===== src/rtl/nra_sqrt_pkg.sv =====
package nra_sqrt_pkg;

    // Output pair of one controlled subtract-or-pass cell.
    typedef struct packed {
        logic diff;
        logic borrow;
    } csm_out_t;

    // Full cell: the borrow ripples regardless of the select;
    // the select chooses the kept bit or the difference bit.
    function automatic csm_out_t csm_eval(input logic x, input logic y,
                                          input logic b, input logic u);
        csm_out_t o;
        o.borrow = (~x & y) | (~x & b) | (y & b);
        o.diff   = u ? x : (x ^ y ^ b);
        return o;
    endfunction

    // Number of rows for a given integer and fraction root width.
    function automatic int root_rows(input int int_bits, input int frac_bits);
        return int_bits + frac_bits;
    endfunction

endpackage


===== src/rtl/nra_csm_full.sv =====
module nra_csm_full
    import nra_sqrt_pkg::*;
(
    input  logic x_i,
    input  logic y_i,
    input  logic b_i,
    input  logic u_i,
    output logic d_o,
    output logic bo_o
);
    csm_out_t res;

    always_comb res = csm_eval(x_i, y_i, b_i, u_i);

    assign d_o  = res.diff;
    assign bo_o = res.borrow;
endmodule


===== src/rtl/nra_csm_lsb.sv =====
// Reduced cell for the lowest position: subtrahend bit is 1, no borrow in.
module nra_csm_lsb (
    input  logic x_i,
    input  logic u_i,
    output logic d_o,
    output logic bo_o
);
    assign bo_o = ~x_i;
    assign d_o  = u_i ? x_i : ~x_i;
endmodule


===== src/rtl/nra_csm_pass.sv =====
// Reduced cell for positions whose subtrahend bit is always 0.
module nra_csm_pass (
    input  logic x_i,
    input  logic b_i,
    input  logic u_i,
    output logic d_o,
    output logic bo_o
);
    assign bo_o = ~x_i & b_i;
    assign d_o  = u_i ? x_i : (x_i ^ b_i);
endmodule


===== src/rtl/nra_csm_row.sv =====
// One row of cells: subtract trial from minuend, and let the row's final
// borrow select between the old value and the difference.
module nra_csm_row #(
    parameter int W = 3
) (
    input  logic [W-1:0] minuend_i,
    input  logic [W-1:0] trial_i,
    output logic [W-1:0] result_o,
    output logic         borrow_o
);
    logic [W:1] bchain;
    logic       sel;

    assign sel      = bchain[W];
    assign borrow_o = bchain[W];

    for (genvar p = 0; p < W; p++) begin : g_cell
        if (p == 0) begin : g_lsb
            nra_csm_lsb u_cell (
                .x_i (minuend_i[p]),
                .u_i (sel),
                .d_o (result_o[p]),
                .bo_o(bchain[p+1])
            );
        end else if (p == 1 || p == W - 1) begin : g_pass
            nra_csm_pass u_cell (
                .x_i (minuend_i[p]),
                .b_i (bchain[p]),
                .u_i (sel),
                .d_o (result_o[p]),
                .bo_o(bchain[p+1])
            );
        end else begin : g_full
            nra_csm_full u_cell (
                .x_i (minuend_i[p]),
                .y_i (trial_i[p]),
                .b_i (bchain[p]),
                .u_i (sel),
                .d_o (result_o[p]),
                .bo_o(bchain[p+1])
            );
        end
    end

    // Trial bits at the reduced positions are constant by construction.
    logic unused_trial_bits;
    assign unused_trial_bits = ^{trial_i[W-1], trial_i[1:0]};
endmodule


===== src/rtl/nra_stage.sv =====
// Row IDX of the array plus its optional output register.
module nra_stage #(
    parameter int ROWS = 4,
    parameter int IDX  = 0,
    parameter bit PIPE = 1'b1
) (
    input  logic              clk,
    input  logic              rst,
    input  logic              v_i,
    input  logic [ROWS:0]     rem_i,
    input  logic [ROWS-1:0]   root_i,
    input  logic [2*ROWS-1:0] rad_i,
    output logic              v_o,
    output logic [ROWS:0]     rem_o,
    output logic [ROWS-1:0]   root_o,
    output logic [2*ROWS-1:0] rad_o
);
    localparam int W = IDX + 3;

    logic [W-1:0]      minuend;
    logic [W-1:0]      trial;
    logic [W-1:0]      row_res;
    logic              row_borrow;
    logic [ROWS+1:0]   trial_full;
    logic [ROWS:0]     rem_n;
    logic [ROWS-1:0]   root_n;
    logic [2*ROWS-1:0] rad_n;

    assign trial_full = {root_i, 2'b01};
    assign trial      = trial_full[W-1:0];
    assign minuend    = {rem_i[IDX:0], rad_i[2*ROWS-1 -: 2]};

    nra_csm_row #(.W(W)) u_row (
        .minuend_i(minuend),
        .trial_i  (trial),
        .result_o (row_res),
        .borrow_o (row_borrow)
    );

    always_comb begin
        rem_n            = '0;
        rem_n[IDX+1:0]   = row_res[IDX+1:0];
        root_n           = {root_i[ROWS-2:0], ~row_borrow};
        rad_n            = rad_i << 2;
    end

    logic unused_stage;
    assign unused_stage = ^{rem_i, root_i, row_res[W-1]};

    if (PIPE) begin : g_reg
        logic              v_q;
        logic [ROWS:0]     rem_q;
        logic [ROWS-1:0]   root_q;
        logic [2*ROWS-1:0] rad_q;

        always_ff @(posedge clk) begin
            if (rst) v_q <= 1'b0;
            else     v_q <= v_i;
            rem_q  <= rem_n;
            root_q <= root_n;
            rad_q  <= rad_n;
        end

        assign v_o    = v_q;
        assign rem_o  = rem_q;
        assign root_o = root_q;
        assign rad_o  = rad_q;

        // the valid bit advances exactly one stage per clock
        p_valid_step_r5: assert property (@(posedge clk) disable iff (rst)
            (!rst && v_i) |=> v_o);
        p_valid_gap_r5: assert property (@(posedge clk) disable iff (rst)
            (!rst && !v_i) |=> !v_o);
        // reset empties this stage
        p_valid_clear_r6: assert property (@(posedge clk)
            rst |=> !v_o);
    end else begin : g_comb
        assign v_o    = v_i;
        assign rem_o  = rem_n;
        assign root_o = root_n;
        assign rad_o  = rad_n;
    end

    // a borrowing row keeps its remainder, a clean row takes the difference
    p_hold_on_borrow_r4: assert property (@(posedge clk) disable iff (rst)
        (v_i && row_borrow) |-> (row_res == minuend));
    p_take_diff_r4: assert property (@(posedge clk) disable iff (rst)
        (v_i && !row_borrow) |-> (row_res == W'(minuend - trial)));
    // the new remainder fits in IDX+2 bits (no more than twice the root)
    p_rem_fits_r3: assert property (@(posedge clk) disable iff (rst)
        v_i |-> (row_res[W-1] == 1'b0));
endmodule


===== src/rtl/nra_sqrt.sv =====
module nra_sqrt
    import nra_sqrt_pkg::*;
#(
    parameter  int INT_BITS  = 4,
    parameter  int FRAC_BITS = 0,
    parameter  bit PIPELINED = 1'b1,
    localparam int ROWS      = root_rows(INT_BITS, FRAC_BITS),
    localparam int RADW      = 2 * ROWS
) (
    input  logic                  clk,
    input  logic                  rst,
    input  logic                  in_valid,
    input  logic [2*INT_BITS-1:0] in_radicand,
    output logic                  out_valid,
    output logic [ROWS-1:0]       out_root,
    output logic [ROWS:0]         out_rem
);
    logic            v_a    [0:ROWS];
    logic [ROWS:0]   rem_a  [0:ROWS];
    logic [ROWS-1:0] root_a [0:ROWS];
    logic [RADW-1:0] rad_a  [0:ROWS];

    assign v_a[0]    = in_valid;
    assign rem_a[0]  = '0;
    assign root_a[0] = '0;
    assign rad_a[0]  = RADW'(in_radicand) << (2 * FRAC_BITS);

    for (genvar k = 0; k < ROWS; k++) begin : g_stage
        nra_stage #(.ROWS(ROWS), .IDX(k), .PIPE(PIPELINED)) u_stage (
            .clk   (clk),
            .rst   (rst),
            .v_i   (v_a[k]),
            .rem_i (rem_a[k]),
            .root_i(root_a[k]),
            .rad_i (rad_a[k]),
            .v_o   (v_a[k+1]),
            .rem_o (rem_a[k+1]),
            .root_o(root_a[k+1]),
            .rad_o (rad_a[k+1])
        );
    end

    assign out_valid = v_a[ROWS];
    assign out_root  = root_a[ROWS];
    assign out_rem   = rem_a[ROWS];

    logic unused_rad_tail;
    assign unused_rad_tail = ^rad_a[ROWS];

    // remainder at the output never exceeds twice the root
    p_rem_bound_r3: assert property (@(posedge clk) disable iff (rst)
        out_valid |-> (out_rem <= {out_root, 1'b0}));
endmodule


===== config.mk =====
export PLATFORM = sky130hd
export DESIGN_NAME = nra_sqrt
export DESIGN_NICKNAME = d
export VERILOG_FILES = /design/src/rtl/nra_sqrt_pkg.sv /design/src/rtl/nra_csm_full.sv /design/src/rtl/nra_csm_lsb.sv /design/src/rtl/nra_csm_pass.sv /design/src/rtl/nra_csm_row.sv /design/src/rtl/nra_stage.sv /design/src/rtl/nra_sqrt.sv
export SDC_FILE = /design/constraint.sdc
export NUM_CORES = 1
export LEC_CHECK = 0
export BUFFER_PORTS_ARGS = -buffer_cell sky130_fd_sc_hd__buf_2
export CAP_MARGIN = 30
export CORE_MARGIN = 8
export CORE_UTILIZATION = 44
export DETAILED_ROUTE_END_ITERATION = 10
export PLACE_DENSITY = 0.76
export SETUP_SLACK_MARGIN = 0.15
export SKIP_LAST_GASP = 1
export SYNTH_ARGS = -nofsm -noshare
export SYNTH_HDL_FRONTEND = slang
export SYNTH_HIERARCHICAL = 1
export SYNTH_SLANG_ARGS = --single-unit

===== constraint.sdc =====
create_clock -name clk -period 2.25 [get_ports clk]
set_input_delay 0.3375 -clock clk [delete_from_list [all_inputs] [get_ports clk]]
set_output_delay 0.3375 -clock clk [all_outputs]
set_load 0.01 [all_outputs]

# Word level (Yosys, flattened, before mapping)
# Index checks and enable logic that the tools add are counted.
# totals
memories,0
latch_bits,0
mem_bits_rw,0
inputBits,11
wordCells,103
regBits,40
rom_bits,0
# classes
bitwise,74
muxes,14
n_shift,0
eq_ne,0
n_lt_le_gt_ge,0
multipliers,0
n_reduce_logical,0
n_div,0
add_sub_neg,0
# op_table
operator,n
$and 1x1->1,25
$not 1->1,21
$xor 1x1->1,16
$mux 1,14
$or 1x1->1,12

# Longest topological paths before layout
# logic_depth
word_depth,13
mapped_depth,7
ltp_nobuf,7

# Cells and area by module
# The synthesis kept the hierarchy.
# modules_own_cells
module,instances,cells_per_inst,area_per_inst_um2
nra_stage (g_stage[3].u_stage),1,22,360.3
nra_stage (g_stage[2].u_stage),1,22,347.8
nra_stage (g_stage[1].u_stage),1,22,335.3
nra_stage (g_stage[0].u_stage),1,22,322.8
nra_csm_pass,8,3,26.3
nra_csm_full,6,3,33.8
nra_csm_lsb,4,2,12.5
nra_sqrt,1,1,3.8

# Least setup slack after synthesis
# OpenSTA, ideal clock, no wires.
# synth_path
path_type,register to register
startpoint,register g_stage[2].u_stage.g_reg.rad_q[6]
endpoint,register g_stage[3].u_stage.g_reg.rem_q[0]
period_less_slack_ns,2.476
path_stages_with_launch,8
arrival_ns,2.350
required_time_ns,2.124
path_slack_ns,-0.226
n_path_buf,0
path_cell_list,dfxtp_1 inv_1 ha_1 fa_1 fa_1 fa_1 ha_1 xnor2_1
# synth_via
elab_chain_len,13
# synth_lines
element,line,rtl
"start, declared",nra_stage.sv:54,logic [2*ROWS-1:0] rad_q;
"start signal, assigned",nra_stage.sv:61,rad_q <= rad_n;
$not 1->1 *,nra_csm_lsb.sv:8,assign bo_o = ~x_i;
via g_stage[3].u_stage.u_row.bchain (one bit),nra_csm_row.sv:11,logic [W:1] bchain;
$and 1x1->1 *,nra_csm_pass.sv:9,assign bo_o = ~x_i & b_i;
via g_stage[3].u_stage.u_row.bchain (one bit),nra_csm_row.sv:11,
$and 1x1->1,nra_sqrt_pkg.sv:14,o.borrow = (~x & y) | (~x & b) | (y & b);
$or 1x1->1,nra_sqrt_pkg.sv:14,
$or 1x1->1 *,nra_sqrt_pkg.sv:14,
via g_stage[3].u_stage.u_row.bchain (one bit),nra_csm_row.sv:11,
(+3 left out),--,
via g_stage[3].u_stage.u_row.bchain (one bit),nra_csm_row.sv:11,
$and 1x1->1,nra_sqrt_pkg.sv:14,
$or 1x1->1,nra_sqrt_pkg.sv:14,
$or 1x1->1 *,nra_sqrt_pkg.sv:14,
via g_stage[3].u_stage.u_row.bchain (one bit),nra_csm_row.sv:11,
$and 1x1->1 *,nra_csm_pass.sv:9,
via g_stage[3].u_stage.row_borrow,nra_stage.sv:23,logic row_borrow;
$mux 1 *,nra_csm_lsb.sv:9,assign d_o = u_i ? x_i : ~x_i;
via g_stage[3].u_stage.row_res[0],nra_stage.sv:22,logic [W-1:0] row_res;
"end signal, assigned",nra_stage.sv:59,rem_q <= rem_n;
"end, declared",nra_stage.sv:52,logic [ROWS:0] rem_q;
# Mark *: on every way through the listed nets, which the timed path passes. The rest lies on a longest branch.
# A chain may end at the register's enable or synchronous reset.

# Final worst setup path
# layout_path
startpoint,register g_stage[2].u_stage.g_reg.rad_q[6]
endpoint,register g_stage[3].u_stage.g_reg.rem_q[4]
# layout_via
elab_chain_len,13
# layout_lines
element,line,rtl
$not 1->1 *,nra_csm_lsb.sv:8,
via g_stage[3].u_stage.u_row.bchain (one bit),nra_csm_row.sv:11,
$and 1x1->1 *,nra_csm_pass.sv:9,
via g_stage[3].u_stage.u_row.bchain (one bit),nra_csm_row.sv:11,
$and 1x1->1,nra_sqrt_pkg.sv:14,
$or 1x1->1,nra_sqrt_pkg.sv:14,
$or 1x1->1 *,nra_sqrt_pkg.sv:14,
via g_stage[3].u_stage.u_row.bchain (one bit),nra_csm_row.sv:11,
(+3 left out),--,
via g_stage[3].u_stage.u_row.bchain (one bit),nra_csm_row.sv:11,
$and 1x1->1,nra_sqrt_pkg.sv:14,
$or 1x1->1,nra_sqrt_pkg.sv:14,
$or 1x1->1 *,nra_sqrt_pkg.sv:14,
via g_stage[3].u_stage.u_row.bchain (one bit),nra_csm_row.sv:11,
$and 1x1->1 *,nra_csm_pass.sv:9,
via g_stage[3].u_stage.row_borrow,nra_stage.sv:23,
$mux 1 *,nra_sqrt_pkg.sv:15,o.diff = u ? x : (x ^ y ^ b);
via g_stage[3].u_stage.row_res[4],nra_stage.sv:22,
# Marked as above.

==> impl_metrics.json <==
{
  "drt-vias-per-instance": 4.17,
  "holdPathStages": 1,
  "die_area_mm2": 0.00494,
  "placed_cells": 146,
  "cts.clk_slew.worst_paths_ns": 0.10,
  "die_width_um": 70.3,
  "maxCapViolCount": 0,
  "first_pass_iters": 2,
  "fin_crit_sh": 0.907,
  "cp_top_family": "adder cells",
  "status": "complete, no violations",
  "cts_tree": "done",
  "leakagePower_nw": 0.724,
  "initial_core_util": 0.466,
  "ff2ff_setup_slack_ns": 0.21,
  "nets": 148,
  "dp_slack_ns": 0.107,
  "cts_buffers": 5,
  "rr_endpoint": "g_stage[3].u_stage/rem_o[4]$_DFF_P_",
  "crit_buf_inv": 1,
  "drive_above_1_share": 0.341,
  "finClkSkew_ns": 0.00266,
  "final_common_cell": "dfxtp_1",
  "crit_chain": "inv_2 -> ha_4 -> fa_2 -> fa_2 -> fa_2 -> ha_4 -> mux2i_1",
  "die_height_um": 70.3,
  "placedInstanceArea_mm2": 0.00146,
  "ios": 21,
  "hold_ws_ns": 0.101,
  "fin_crit_ns": 2.04,
  "drt_iter0_markers": 7,
  "arrival_ns": 2.26,
  "ys_warn_count": 6,
  "critical_path_peak_fanout": 6,
  "fin_ws_ns": 0.210,
  "grt_use_total": 0.0692,
  "power.total_mw": 1.54,
  "crit_required_ns": 2.47,
  "fin_cells": 154,
  "final_cell_area_mm2": 0.00154,
  "syn_to_final_growth_pct": 18.3,
  "syn_nets": 120,
  "critPathMaxStageDelay_ns": 0.37,
  "r2r_cells": 7,
  "end_kind": "flip-flop",
  "crit_slowest_cell": "fa_2",
  "worst-setup-path-type": "flip-flop to flip-flop",
  "synth_cells": 95,
  "setup_violations": 0,
  "rows": 19,
  "timing.setup.tns_ns": 0,
  "diodes": 0,
  "wirelength_um": 1530,
  "final_hold_viol_count": 0,
  "overflow": 0,
  "crit_top_cell": "fa_2",
  "power_density_mw_per_mm2": 1010,
  "routedWlPerCell_um": 9.93,
  "grt_pass1_vias": 647,
  "syn_area_per_cell_um2": 13.7,
  "io_buffers": 20,
  "coreArea_mm2": 0.00278,
  "place_congestion": 0.671,
  "final_cell_mix": "dfxtp_1, inv_1, buf_2",
  "grt_max_degree": 12,
  "rsz0062_at_grt": "true",
  "peakVddDrop_mv": 0.639,
  "root_buffer": "clkbuf_4",
  "drc": 0,
  "hp-class": "primary input to flip-flop",
  "clockBufferDepth": 2,
  "hpwlAfterDp_um": 1210,
  "rr_startpoint": "g_stage[2].u_stage/rad_o[6]$_DFF_P_",
  "clock_insertion_delay_worst_skew_ns": 0.33,
  "min_to": "g_stage[0].u_stage/rad_o[7]$_DFF_P_",
  "final_core_util": 0.552,
  "antenna_left": 0,
  "hp-start": "in_radicand[5]",
  "startpoint_type": "flip-flop",
  "grt_pass1_wl_um": 2680,
  "antenna_found_initial": 0,
  "clock-sinks": 40,
  "vias": 642,
  "maxSlewViolCount": 0,
  "fmax_mhz": 490,
  "netlist_area_mm2": 0.00130,
  "ctsHtreeMaxLevel": 2
}
[state kept, by name, summed over array words and instances (netlist names)]
signal / flops
g_stage.u_stage/rad_o: 12
g_stage.u_stage/rem_o: 14
g_stage.u_stage/v_o: 4
g_stage.u_stage/root_o: 10
[per-layer routing]
layer / vias up / routed length (um) / global-route usage
li1: 333 / - / -
met1: 281 / 612 / 0.0560
met2: 20 / 735 / 0.118
met3: 8 / 141 / 0.0508
met4: 0 / 40 / 0.0402
met5: - / 0 / 0
[worst reg2reg max path, cell delays in order (launching register included)]
cell,delay (ns)
dfxtp_2,0.35
inv_2,0.04
ha_4,0.14
fa_2,0.34
fa_2,0.37
fa_2,0.36
ha_4,0.21
mux2i_1,0.12
[cell type report]
class | count | area (um2)
Fill cell | 245 | 1250
Sequential cell | 40 | 803
Multi-Input combinational cell | 33 | 457
Timing Repair Buffer | 21 | 108
Inverter | 22 | 82.6
Clock buffer | 6 | 41.3
Tap cell | 31 | 38.8
Clock inverter | 1 | 5.00
[power breakdown]
part	total (mW)	internal [mW]	switching, mW	leakage (nW)
clock	0.315	0.115	0.199	0.0281
sequential	0.864	0.833	0.0317	0.336
combinational	0.366	0.184	0.182	0.360
total	1.54	1.13	0.413	0.724
[what timing repair did]
item	4_1_cts	5_1_grt
setup endpoints to repair	5	9
resized for setup	2	6
cloned	0	0
hold buffers	0	0
setup buffers	1	0
pin swaps	4	5
[how the worst max path moves through the flow]
| stage | from | to | slack [ns] | cells after the start |
|---|---|---|---|---|
| 5_1_grt | g_stage[2].u_stage/rad_o[6]$_DFF_P_ | g_stage[3].u_stage/rem_o[1]$_DFF_P_ | 0.14 | 7 |
| 6_report | g_stage[2].u_stage/rad_o[6]$_DFF_P_ | g_stage[3].u_stage/rem_o[4]$_DFF_P_ | 0.21 | 7 |
| 3_5_place_dp | g_stage[2].u_stage/rad_o[6]$_DFF_P_ | g_stage[3].u_stage/rem_o[4]$_DFF_P_ | 0.11 | 7 |
| 2_1_floorplan | g_stage[2].u_stage/rad_o[6]$_DFF_P_ | g_stage[3].u_stage/rem_o[0]$_DFF_P_ | 0.18 | 7 |
| 4_1_cts | g_stage[2].u_stage/rad_o[6]$_DFF_P_ | g_stage[3].u_stage/rem_o[4]$_DFF_P_ | 0.15 | 7 |
| 3_3_place_gp | g_stage[2].u_stage/rad_o[6]$_DFF_P_ | g_stage[3].u_stage/rem_o[0]$_DFF_P_ | 0.16 | 7 |
Power figures use the tool's default switching activity.
